[config.mk]
export PLATFORM = sky130hd
export DESIGN_NAME = addr_range_router
export DESIGN_NICKNAME = d
export VERILOG_FILES = /design/src/rtl/addr_range_router.sv
export SDC_FILE = /design/constraint.sdc
export NUM_CORES = 1
export LEC_CHECK = 0
export BUFFER_PORTS_ARGS = -buffer_cell sky130_fd_sc_hd__buf_2
export CAP_MARGIN = 25
export CELL_PAD_IN_SITES_DETAIL_PLACEMENT = 2
export CELL_PAD_IN_SITES_GLOBAL_PLACEMENT = 2
export CORE_AREA = 2 2 180 182
export DETAILED_ROUTE_END_ITERATION = 8
export DIE_AREA = 0 0 182 184
export PLACE_DENSITY = 0.8
export SYNTH_ARGS = -nofsm -noshare
export SYNTH_HDL_FRONTEND = slang
export SYNTH_SLANG_ARGS = --single-unit
[constraint.sdc]
create_clock -name clk -period 5.63 [get_ports clk]
set_input_delay 0.8445 -clock clk [delete_from_list [all_inputs] [get_ports clk]]
set_output_delay 0.8445 -clock clk [all_outputs]
set_load 0.05 [all_outputs]
[src/rtl/addr_range_router.sv]
module addr_range_router #(
  parameter int AW    = 16,
  parameter int DW    = 16,
  parameter int N_TGT = 2,
  parameter int N_ENT = 4,
  localparam int TW = (N_TGT > 1) ? $clog2(N_TGT) : 1,
  localparam int EW = (N_ENT > 1) ? $clog2(N_ENT) : 1
) (
  input  logic              clk,
  input  logic              rst_n,
  input  logic              ini_req_valid,
  output logic              ini_req_ready,
  input  logic              ini_req_write,
  input  logic [AW-1:0]     ini_req_addr,
  input  logic [DW-1:0]     ini_req_wdata,
  output logic              ini_rsp_valid,
  output logic              ini_rsp_err,
  output logic [DW-1:0]     ini_rsp_rdata,
  input  logic              map_we,
  input  logic [EW-1:0]     map_idx,
  input  logic              map_en,
  input  logic [AW-1:0]     map_lo,
  input  logic [AW-1:0]     map_hi,
  input  logic [TW-1:0]     map_tgt,
  output logic [N_TGT-1:0]  tgt_req_valid,
  input  logic [N_TGT-1:0]  tgt_req_ready,
  output logic              tgt_req_write,
  output logic [AW-1:0]     tgt_req_addr,
  output logic [DW-1:0]     tgt_req_wdata,
  input  logic [N_TGT-1:0]  tgt_rsp_valid,
  input  logic [N_TGT-1:0]  tgt_rsp_err,
  input  logic [N_TGT*DW-1:0] tgt_rsp_rdata
);

  typedef enum logic [1:0] {S_IDLE, S_FWD, S_WAIT, S_RESP} state_t;

  state_t        st;
  logic [TW-1:0] sel_q;
  logic [AW-1:0] addr_q;
  logic          wr_q;
  logic [DW-1:0] wdata_q;
  logic          rsp_err_q;
  logic [DW-1:0] rsp_data_q;

  logic          ent_en  [N_ENT];
  logic [AW-1:0] ent_lo  [N_ENT];
  logic [AW-1:0] ent_hi  [N_ENT];
  logic [TW-1:0] ent_tgt [N_ENT];

  logic          hit;
  logic [AW-1:0] hit_lo;
  logic [TW-1:0] hit_tgt;
  logic          sel_rsp_valid;
  logic          sel_rsp_err;
  logic [DW-1:0] sel_rsp_rdata;

  wire accept = ini_req_valid && ini_req_ready;

  // lowest index wins: scan from the top so the last match kept is the lowest
  always_comb begin
    hit = 1'b0;
    hit_lo = '0;
    hit_tgt = '0;
    for (int e = N_ENT - 1; e >= 0; e--) begin
      if (ent_en[e] && (int'(ent_tgt[e]) < N_TGT) &&
          (ini_req_addr >= ent_lo[e]) && (ini_req_addr < ent_hi[e])) begin
        hit = 1'b1;
        hit_lo = ent_lo[e];
        hit_tgt = ent_tgt[e];
      end
    end
  end

  always_comb begin
    sel_rsp_valid = 1'b0;
    sel_rsp_err = 1'b1;
    sel_rsp_rdata = '0;
    for (int t = 0; t < N_TGT; t++) begin
      if (sel_q == TW'(t)) begin
        sel_rsp_valid = tgt_rsp_valid[t];
        sel_rsp_err = tgt_rsp_err[t];
        sel_rsp_rdata = tgt_rsp_rdata[t*DW +: DW];
      end
    end
  end

  always_ff @(posedge clk or negedge rst_n) begin
    if (!rst_n) begin
      for (int e = 0; e < N_ENT; e++) begin
        ent_en[e]  <= (e < 2) && (e < N_TGT);
        ent_lo[e]  <= (e < 2) ? AW'(e * 16) : '0;
        ent_hi[e]  <= (e < 2) ? AW'((e + 1) * 16) : '0;
        ent_tgt[e] <= (e < 2) ? TW'(e) : '0;
      end
    end else if (map_we && st == S_IDLE) begin
      for (int e = 0; e < N_ENT; e++) begin
        if (map_idx == EW'(e)) begin
          ent_en[e]  <= map_en;
          ent_lo[e]  <= map_lo;
          ent_hi[e]  <= map_hi;
          ent_tgt[e] <= map_tgt;
        end
      end
    end
  end

  always_ff @(posedge clk or negedge rst_n) begin
    if (!rst_n) begin
      st <= S_IDLE;
      sel_q <= '0;
      addr_q <= '0;
      wr_q <= 1'b0;
      wdata_q <= '0;
      rsp_err_q <= 1'b1;
      rsp_data_q <= '0;
    end else begin
      case (st)
        S_IDLE: if (ini_req_valid) begin
          if (hit) begin
            sel_q <= hit_tgt;
            addr_q <= ini_req_addr - hit_lo;
            wr_q <= ini_req_write;
            wdata_q <= ini_req_wdata;
            st <= S_FWD;
          end else begin
            rsp_err_q <= 1'b1;
            rsp_data_q <= '0;
            st <= S_RESP;
          end
        end
        S_FWD: if (|(tgt_req_valid & tgt_req_ready)) st <= S_WAIT;
        S_WAIT: if (sel_rsp_valid) begin
          rsp_err_q <= sel_rsp_err;
          rsp_data_q <= sel_rsp_rdata;
          st <= S_RESP;
        end
        default: st <= S_IDLE;
      endcase
    end
  end

  assign ini_req_ready = (st == S_IDLE);
  assign ini_rsp_valid = (st == S_RESP);
  assign ini_rsp_err   = rsp_err_q;
  assign ini_rsp_rdata = rsp_data_q;
  assign tgt_req_write = wr_q;
  assign tgt_req_addr  = addr_q;
  assign tgt_req_wdata = wdata_q;

  for (genvar g = 0; g < N_TGT; g++) begin : g_req
    assign tgt_req_valid[g] = (st == S_FWD) && (sel_q == TW'(g));
  end

  assert_one_target_R11: assert property (@(posedge clk) disable iff (!rst_n)
    $onehot0(tgt_req_valid));

  assert_req_hold_R11: assert property (@(posedge clk) disable iff (!rst_n)
    (|tgt_req_valid) && !(|(tgt_req_valid & tgt_req_ready)) |=>
      (tgt_req_valid == $past(tgt_req_valid)) && $stable(tgt_req_addr) && $stable(tgt_req_wdata));

  assert_busy_after_accept_R8: assert property (@(posedge clk) disable iff (!rst_n)
    accept |=> !ini_req_ready);

  assert_miss_answer_R5: assert property (@(posedge clk) disable iff (!rst_n)
    accept && !hit |=> ini_rsp_valid && ini_rsp_err && (ini_rsp_rdata == '0) && (tgt_req_valid == '0));

  assert_rebase_R4: assert property (@(posedge clk) disable iff (!rst_n)
    accept && hit |=> tgt_req_addr == AW'($past(ini_req_addr) - $past(hit_lo)));

  assert_rsp_pass_R6: assert property (@(posedge clk) disable iff (!rst_n)
    (st == S_WAIT) && sel_rsp_valid |=>
      ini_rsp_valid && (ini_rsp_err == $past(sel_rsp_err)) && (ini_rsp_rdata == $past(sel_rsp_rdata)));

endmodule

==> flow_summary.json, run 1 <==
{
  "outcome": "completed",
  "dp_slack_ns": -0.179,
  "ff2ff_path_depth": 20,
  "r2r-start": "ent_hi[25]$_DFFE_PN0P_",
  "routed-via-count": 9288,
  "insertion_delay_ns": 0.46,
  "drtIter0Drc": 312,
  "ctsHoldBuffers": 0,
  "synth_top_area_frac": 0.386,
  "crit_required_ns": 6.00,
  "path_delay_family": "compound AO/OA/AOI/OAI gates",
  "core_sq_um": 31400,
  "syn_area_sq_um": 11800,
  "grt_pass1_wl_um": 59900,
  "dp_hpwl_um": 28500,
  "viasPerCell": 5.37,
  "grt_max_degree": 109,
  "hold_path_class": "flip-flop to flip-flop",
  "clockBufferDepth": 2,
  "power.leakage_nw": 6.95,
  "placed_area_sq_um": 13300,
  "overflow": 0,
  "crit_path_end_kind": "flip-flop",
  "min_period_ns": 5.38,
  "synth.area.top_cells": "dfrtp_1 39%, ha_1 15%, mux2_2 12%",
  "crit_arrival_ns": 5.75,
  "htree_levels": 4,
  "yosys.area.top_type": "dfrtp_1",
  "cp-start-kind": "primary input",
  "syn_to_final_growth_pct": 18.4,
  "worstPathCellList": "buf_2, ha_1, a21oi_1, nor2b_1, o31ai_1, o211ai_1, or3_1, nand3_1, a31oi_1, mux2_2, fa_1, nor2b_1, o21ai_0, a21boi_0, o211a_1, o2111ai_1, a311oi_1, o21ai_0, and3_1, o31ai_1",
  "synth_ff_type": "dfrtp_1",
  "synth_nets": 1377,
  "yosys_warnings": 0,
  "num_rows": 65,
  "postSynthAreaPerCell_sq_um": 10.5,
  "place_congestion": 0.783,
  "holdPathStages": 2,
  "drc": 0,
  "slowest_stage": "or3_1",
  "cts-root-buf": "clkbuf_16",
  "path_max_fanout": 9,
  "synthArstFlopShare": 1.00,
  "skew_ns": 0.0108,
  "worst_slack_ns": 0.245,
  "worst_pin_slew_ns": 0.928,
  "grt_usage": 0.233,
  "clock-sinks": 189,
  "cts_buffers": 17,
  "setup_viol": 0,
  "hold_start": "tgt_req_addr[8]$_DFFE_PN0P_",
  "drt.antenna.violating_nets": 0,
  "worst-path-buf-inv": 1,
  "drive_above_1_share": 0.312,
  "start_util": 0.376,
  "crit_type": "primary input to flip-flop",
  "max_stage_delay_ns": 0.48,
  "drt_first_pass_iters": 4,
  "die_x_um": 182,
  "drv_cap": 0,
  "reg2reg_setup_slack_ns": 0.48,
  "p_per_area_nw_per_um2": 576,
  "ys_ff_latch": 189,
  "syn_inst": 1121,
  "route.detailed.wl_per_inst_um": 22.0,
  "finish.instance_area_sq_um": 14000,
  "totalWireLength_um": 38100,
  "timing.rr.end": "tgt_req_addr[14]$_DFFE_PN0P_",
  "min_period_over_period": 0.956,
  "synthDistinctLibCells": 68,
  "ir_worst_vdd_v": 0.000256,
  "max-slew-margin-rel": 0.381,
  "ios": 165,
  "drv_slew": 0,
  "synth_edf_count": 0,
  "antenna_found_initial": 3,
  "hold_viol": 0,
  "clk_pin_slew_ns": 0.08,
  "worstHoldEndpoint": "tgt_req_addr[8]$_DFFE_PN0P_",
  "fin_nets": 1569,
  "fp.dieArea_sq_um": 33500,
  "die_y_um": 184,
  "nFillCells": 3374,
  "yosysSeqAreaShare": 0.401,
  "max_freq_ghz": 0.186,
  "grt_pass1_vias": 10700,
  "tritoncts": "done",
  "portBuffers": 164
}
==> cell usage in the layout (no fill, tap or decap), types with 4 or more instances in the layout <==
cell type	netlist	final
nand2_1	75	75
a31oi_1	19	19
a211oi_1	8	8
mux2i_1	33	33
o21ai_1	4	4
ha_1	144	144
buf_4	0	43
nor3_1	12	11
mux2_4	18	18
xnor2_1	5	5
dfstp_2	7	7
nor2b_1	26	26
nand2b_1	7	7
o31ai_1	10	10
o21ai_0	70	70
inv_1	137	137
dfrtp_1	182	182
o21a_1	7	7
inv_6	0	4
mux2_2	128	128
nor3_2	3	4
a21o_1	13	13
nor2_1	41	41
and2_1	5	5
inv_8	0	5
nand3_1	25	25
xor2_1	4	4
clkbuf_16	0	17
nand4_1	15	15
a21oi_1	32	32
buf_2	7	163
==> sequential cells by signal, indices dropped and copies added (netlist names), 2 cells and up <==
| signal | count |
|---|---|
| ent_lo | 64 |
| tgt_req_addr | 16 |
| st | 2 |
| tgt_req_wdata | 16 |
| ent_tgt | 4 |
| ent_hi | 64 |
| ini_rsp_rdata | 16 |
| ent_en | 4 |
==> layout make-up <==
class,instances,area [sq um],area share
Inverter,137,514,0.0368
Antenna cell,3,7.51,0.000537
Multi-Input combinational cell,760,6430,0.460
Timing Repair Buffer,208,1180,0.0844
Clock inverter,15,176,0.0126
Tap cell,402,503,0.0360
Clock buffer,17,425,0.0304
Sequential cell,189,4740,0.339
==> worst max path at each step <==
stage / startpoint / endpoint / slack [ns] / cells after the start
final: ini_req_addr[9] / tgt_req_addr[14]$_DFFE_PN0P_ / 0.25 / 20
after global routing: ini_req_addr[9] / tgt_req_addr[14]$_DFFE_PN0P_ / -0.003 / 20
after CTS: ini_req_addr[15] / tgt_req_addr[14]$_DFFE_PN0P_ / 0.27 / 23
after detailed placement: ini_req_addr[2] / tgt_req_addr[14]$_DFFE_PN0P_ / -0.18 / 19
after global placement: ini_req_addr[2] / tgt_req_addr[15]$_DFFE_PN0P_ / 0.03 / 19
after floorplan: ini_req_addr[2] / tgt_req_addr[14]$_DFFE_PN0P_ / 0.52 / 20
==> cells in the mapped netlist, types with 4 or more instances <==
| master | n |
|---|---|
| a31oi_1 | 19 |
| o21a_1 | 7 |
| nand4_1 | 15 |
| nor3_1 | 12 |
| nand2b_1 | 7 |
| dfrtp_1 | 182 |
| nor2_1 | 41 |
| a21o_1 | 13 |
| and2_1 | 5 |
| mux2_2 | 128 |
| nor2b_1 | 26 |
| xnor2_1 | 5 |
| mux2i_1 | 33 |
| nand3_1 | 25 |
| a211oi_1 | 8 |
| o31ai_1 | 10 |
| inv_1 | 137 |
| nand2_1 | 75 |
| ha_1 | 144 |
| a21oi_1 | 32 |
| xor2_1 | 4 |
| o21ai_1 | 4 |
| dfstp_2 | 7 |
| buf_2 | 7 |
| o21ai_0 | 70 |
| mux2_4 | 18 |
| clkbuf_1 | 24 |
==> tightest hold or removal path: cells and delay by family, from the launching register on <==
kind	cells	cell delay, ns
compound gates	1	0.06
flops	1	0.34
simple gates	1	0.05
==> power by group <==
group	internal (mW)	leakage [nW]	switching (mW)	total, mW
Sequential	2.00	2.31	0.415	2.42
Clock	0.639	0.298	0.645	1.28
Combinational	1.82	4.34	2.53	4.35
==> what timing repair did <==
item,4_1_cts,5_1_grt
gates resized for setup,0,3
setup buffers,0,1
setup endpoints to repair,0,1
==> metal layers <==
metal  vias up  global-route usage  part of all wire
met4         0              0.0581             0.017
met3        45              0.0372             0.024
li1       4329                   -                 -
met2       124               0.429              0.52
met5         -                   0                 0
met1      4790               0.284              0.44
==> kinds of logic (layout without fill, tap and decap cells) <==
logic type	count (synthesis)	after routing	synth area share
multiplexers	179	179	0.173
adder cells (fa/ha/maj)	145	145	0.154
buffers and inverters	172	377	0.0571
flip-flops	189	189	0.401
AND/OR/NAND/NOR	229	229	0.0973
other	0	3	0
XOR/XNOR	9	9	0.00668
AO/OA/AOI/OAI	198	198	0.110
==> metrics by stage <==
| step | util | total power, mW | setup TNS [ns] | hold slack [ns] | cells |
|---|---|---|---|---|---|
| global placement | 0.424 | 6.41 | 0 | 0.457 | 1694 |
| floorplan | - | 5.34 | 0 | 0.471 | 1121 |
| global route | 0.445 | 8.67 | -0.00277 | 0.521 | 1731 |
| CTS | 0.443 | 8.10 | 0 | 0.487 | 1726 |
| finish | 0.445 | 8.05 | 0 | 0.478 | 1731 |
| detailed placement | 0.424 | 6.73 | -0.227 | 0.469 | 1694 |
No activity file was read; power rests on OpenSTA's default activity.
==> inputs of run 2 (changes only) <==
ABC_AREA = 1   (was default)
CORE_AREA = 2 2 190 192   (was 2 2 180 182)
DIE_AREA = 0 0 192 194   (was 0 0 182 184)
==> flow_summary.json, run 2 <==
{
  "yosys_warnings": 0,
  "ff2ff_path_depth": 22,
  "dp_hpwl_um": 29300,
  "path_max_fanout": 35,
  "synthDistinctLibCells": 45,
  "synthArstFlopShare": 1.00,
  "insertion_delay_ns": 0.46,
  "reg2reg_setup_slack_ns": 1.23,
  "num_rows": 69,
  "syn_inst": 1503,
  "core_sq_um": 35200,
  "drv_slew": 0,
  "drc": 0,
  "setup_viol": 0,
  "use_met3": 0.0306,
  "multi_input_area_sq_um": 6080,
  "crit_start": "ini_req_addr[15]",
  "synth.area.top_cells": "dfrtp_1 38%, ha_1 15%, nand2_1 12%",
  "synth_edf_count": 0,
  "power_mw": 8.04,
  "crit_type": "primary input to flip-flop",
  "grt_pass1_wl_um": 62200,
  "power.leakage_nw": 7.05,
  "syn_to_final_growth_pct": 16.0,
  "grt_max_degree": 96,
  "viasPerCell": 5.01,
  "n_antenna_cell": 0,
  "tritoncts": "done",
  "die_y_um": 194,
  "drt.antenna.violating_nets": 0,
  "start_util": 0.336,
  "overflow": 0,
  "met2_usage": 0.375,
  "fin_nets": 1901,
  "totalWireLength_um": 38100,
  "crit_path_end_kind": "flip-flop",
  "p_per_area_nw_per_um2": 586,
  "die_x_um": 192,
  "grt_pass1_vias": 11900,
  "clk_pin_slew_ns": 0.07,
  "hold_path_class": "primary input to async pin",
  "hold_viol": 0,
  "yosysMostFrequentCell": "nand2_1",
  "ctsHoldBuffers": 0,
  "syn_area_sq_um": 11800,
  "crit_required_ns": 5.97,
  "post_cts_resized": 0,
  "outcome": "completed",
  "portBuffers": 164,
  "cts-root-buf": "clkbuf_16",
  "routed-via-count": 10600,
  "grt_usage": 0.212,
  "top_regs": "ent_hi: 64 flops, ent_lo: 64 flops",
  "ir_worst_vdd_v": 0.000327,
  "worst_pin_slew_ns": 1.00,
  "grt-busiest-layer": "met2",
  "final_cell_mix": "375 x nand2_1, 220 x o21ai_0, 204 x inv_1, 182 x dfrtp_1, 163 x buf_2",
  "yosys.area.top_type": "dfrtp_1",
  "clockBufferDepth": 2,
  "antenna_found_initial": 0,
  "nFillCells": 4141,
  "postSynthAreaPerCell_sq_um": 7.87,
  "synth_commonest_cells": "377 x nand2_1, 220 x o21ai_0, 204 x inv_1",
  "min_period_over_period": 0.813,
  "drt_first_pass_iters": 4,
  "min_period_ns": 4.58,
  "route.detailed.wl_per_inst_um": 18.0,
  "fp.dieArea_sq_um": 37200,
  "drive_above_1_share": 0.150,
  "finish.instance_area_sq_um": 13700,
  "ff_latch_area_sq_um": 4740,
  "place_congestion": 0.809,
  "r2r-start": "ent_lo[31]$_DFFE_PN0P_",
  "timing.rr.end": "tgt_req_addr[11]$_DFFE_PN0P_",
  "crit_arrival_ns": 4.92,
  "max-slew-margin-rel": 0.329,
  "ios": 165,
  "post_cts_buffers": 0,
  "met1_usage": 0.267,
  "setup_tns_ns": 0,
  "max_freq_ghz": 0.218,
  "placed_area_sq_um": 13100,
  "clock-sinks": 189,
  "final_common_cell": "nand2_1",
  "synth_ff_type": "dfrtp_1",
  "synth_top_area_frac": 0.385,
  "cp-start-kind": "primary input",
  "ys_ff_latch": 189,
  "rsz0062_at_grt": "no",
  "synth_nets": 1759,
  "yosysSeqAreaShare": 0.400,
  "drv_cap": 0,
  "cts_buffers": 17,
  "htree_levels": 4,
  "drtIter0Drc": 365,
  "skew_ns": 0.0122
}
[run 2: how the worst max path moves through the flow]
| stage | endpoint | slack [ns] |
|---|---|---|
| 2_1_floorplan | tgt_req_addr[11]$_DFFE_PN0P_ | 1.75 |
| 3_3_place_gp | tgt_req_addr[11]$_DFFE_PN0P_ | 0.74 |
| 3_5_place_dp | tgt_req_addr[11]$_DFFE_PN0P_ | 0.64 |
| 4_1_cts | tgt_req_addr[11]$_DFFE_PN0P_ | 1.08 |
| 5_1_grt | tgt_req_addr[11]$_DFFE_PN0P_ | 0.61 |
| 6_report | tgt_req_addr[11]$_DFFE_PN0P_ | 1.05 |
[run 2: report_power, final]
group	leakage, nW	internal [mW]	switching [mW]	total [mW]
registers	2.34	2.00	0.362	2.36
logic	4.39	1.39	2.92	4.31
clock network	0.317	0.810	0.561	1.37
total	7.05	4.20	3.84	8.04
[run 2: worst max-delay path: stages]
cell and delay [ns]:
buf_2 0.30, ha_1 0.31, nand2_1 0.11, o21bai_1 0.12, nand2_1 0.08, a21oi_1 0.25, nand3_1 0.18, nand2_2 0.48
o21ai_0 0.16, o21ai_0 0.15, o21ai_0 0.15, o21ai_0 0.23, ha_1 0.31, a21oi_1 0.20, o21ai_0 0.13, a21o_1 0.23
nand2_1 0.07, nand2_1 0.05, a21oi_1 0.19, o21ai_0 0.13, xnor2_1 0.16, o21ai_1 0.07
[run 2: cell families after synthesis]
group,synth area share
adder cells (fa/ha/maj),0.154
AO/OA/AOI/OAI,0.164
buffers and inverters,0.0870
AND/OR/NAND/NOR,0.185
XOR/XNOR,0.00962
flip-flops,0.400
[run 2: per-layer routing]
metal	vias up	wire length (um)	part of all wire
met4	0	679	0.018
met3	33	1360	0.036
met2	188	18800	0.49
met5	-	0	0
met1	5235	17200	0.45
li1	5145	-	-
[run 2: layout make-up]
type	instances	area share
clock buffers	20	0.0333
multi-input cells	1054	0.443
clock inverters	10	0.0136
repair buffers	174	0.0659
inverters	209	0.0571
flip-flops and latches	189	0.345
well taps	461	0.0420
[run 2: per-stage QoR]
step	hold WS, ns	worst slack (ns)	utilization	instances
5_1_grt	0.504	0.608	0.390	2117
2_1_floorplan	0.448	1.75	-	1503
3_3_place_gp	0.458	0.736	0.372	2087
6_report	0.435	1.05	0.390	2117
3_5_place_dp	0.468	0.635	0.372	2087
4_1_cts	0.486	1.08	0.390	2117
==> inputs of run 3 (changes only) <==
ABC_AREA = 0   (was 1)
CORE_AREA = 2 2 180 182   (was 2 2 190 192)
DIE_AREA = 0 0 182 184   (was 0 0 192 194)
clock period = 4.8 ns   (was 5.63 ns; I/O delays follow)
==> flow_summary.json, run 3 (same netlist as run 1, synthesis figures left out) <==
{
  "worst_pin_slew_ns": 1.04,
  "fp.dieArea_sq_um": 33500,
  "reg2reg_setup_slack_ns": 0.07,
  "clk_pin_slew_ns": 0.08,
  "drv_cap": 0,
  "overflow": 0,
  "num_rows": 65,
  "die_y_um": 184,
  "clock-sinks": 189,
  "drive_above_1_share": 0.390,
  "htree_levels": 4,
  "route.detailed.wl_per_inst_um": 26.1,
  "p_per_area_nw_per_um2": 713,
  "met1_usage": 0.296,
  "crit_arrival_ns": 5.16,
  "timing.rr.end": "tgt_req_addr[15]$_DFFE_PN0P_",
  "insertion_delay_ns": 0.48,
  "core_sq_um": 31400,
  "fin_nets": 1644,
  "max_freq_ghz": 0.208,
  "setup_viol": 1,
  "totalWireLength_um": 47200,
  "outcome": "finished with violations",
  "violations": "setup timing",
  "grt_pass1_vias": 11400,
  "grt_max_degree": 99,
  "dp_slack_ns": -0.880,
  "utilization": 0.477,
  "crit_end": "tgt_req_addr[15]$_DFFE_PN0P_",
  "portBuffers": 164,
  "tritoncts": "done",
  "start_util": 0.376,
  "r2r-start": "ent_lo[15]$_DFFE_PN0P_",
  "hold_path_class": "primary input to async pin",
  "power.leakage_nw": 7.38,
  "clockBufferDepth": 2,
  "drt_first_pass_iters": 7,
  "ios": 165,
  "crit_start": "ini_req_addr[11]",
  "drv_slew": 0,
  "drtIter0Drc": 637,
  "skew_ns": 0.0272,
  "hold_viol": 0,
  "power_mw": 10.7,
  "ir_worst_vdd_v": 0.000326,
  "placed_area_sq_um": 13800,
  "drc": 0,
  "final_common_cell": "dfrtp_1",
  "min_period_ns": 4.81,
  "grt_usage": 0.258,
  "top_regs": "ent_hi: 64 flops, ent_lo: 64 flops",
  "crit_type": "primary input to flip-flop",
  "finish.instance_area_sq_um": 15000,
  "worst_slack_ns": -0.00504,
  "max_stage_delay_ns": 0.36,
  "dp_hpwl_um": 30100,
  "min_period_over_period": 1.00,
  "crit_required_ns": 5.16,
  "cp-start-kind": "primary input",
  "path_max_fanout": 13,
  "grt-busiest-layer": "met2",
  "place_congestion": 0.785,
  "routed-via-count": 10000,
  "slowest_stage": "ha_1",
  "die_x_um": 182,
  "antenna_found_initial": 4,
  "worstPathCellList": "buf_2, buf_4, ha_1, inv_1, o2111ai_2, o211ai_1, buf_4, nor3_4, buf_6, buf_6, nand2_1, a31oi_2, mux2i_1, ha_1, and2_1, a31o_2, o31ai_4, o21ai_2, a31o_2, nor2b_1, a211o_1",
  "final_cell_mix": "182 x dfrtp_1, 162 x buf_2, 138 x ha_1, 135 x inv_1, 127 x mux2_2",
  "met2_usage": 0.474,
  "syn_to_final_growth_pct": 27.0,
  "viasPerCell": 5.55,
  "max-slew-margin-rel": 0.305,
  "drt.antenna.violating_nets": 0,
  "setup_tns_ns": -0.00504,
  "crit_path_end_kind": "flip-flop",
  "ff2ff_path_depth": 21,
  "grt_pass1_wl_um": 65800,
  "use_met3": 0.0436,
  "cts-root-buf": "clkbuf_16",
  "cts_buffers": 17
}
[run 3: how the worst min path moves through the flow]
stage | start | endpoint | slack (ns) | cells after the start
finish | rst_n | ini_rsp_rdata[12]$_DFFE_PN0P_ | 0.32 | 1
global route | rst_n | ini_rsp_rdata[10]$_DFFE_PN0P_ | 0.37 | 1
CTS | rst_n | ent_lo[34]$_DFFE_PN0P_ | 0.37 | 1
detailed placement | tgt_req_addr[8]$_DFFE_PN0P_ | tgt_req_addr[8]$_DFFE_PN0P_ | 0.47 | 2
global placement | tgt_req_addr[9]$_DFFE_PN0P_ | tgt_req_addr[9]$_DFFE_PN0P_ | 0.46 | 2
floorplan | rst_n | ent_en[0]$_DFFE_PN0P_ | 0.42 | 0
[run 3: final cells by class]
cell class              count  area [sq um]
diodes                      4          10.0
clock buffers              17           425
clock inverters            15           179
fillers                  3289         16400
inverters                 137           514
multi-input cells         760          6820
flip-flops and latches    189          4740
well taps                 402           503
repair buffers            283          1800
[run 3: critical path, delay by kind of cell]
family	cells	cell delay, ns
multiplexers	1	0.12
AO/OA/AOI/OAI	8	1.87
AND/OR/NAND/NOR	4	0.72
adder cells (fa/ha/maj)	2	0.71
buffers and inverters	6	1.00
[run 3: what timing repair did]
item,CTS,global route
endpoints found under the setup margin,6,4
hold buffers,0,0
setup buffers,7,7
pin swaps,12,30
hold endpoints to repair,0,0
gates resized for setup,37,61
[run 3: per-layer routing]
metal,up-vias,share of wire
met5,-,0.00023
met4,2,0.034
met3,92,0.034
met2,240,0.53
met1,5222,0.40
li1,4479,-
[run 3: report_power, final]
group	total, mW	internal [mW]	switching, mW	leakage, nW
sequential	2.91	2.35	0.563	2.31
clock	1.56	0.789	0.774	0.293
combinational	6.21	2.65	3.57	4.78
total	10.7	5.79	4.90	7.38
[run 3: through the flow]
stage | hold slack (ns) | instances
final | 0.320 | 1807
after CTS | 0.371 | 1795
after detailed placement | 0.471 | 1756
after global placement | 0.456 | 1755
after floorplan | 0.424 | 1121
after global routing | 0.373 | 1807
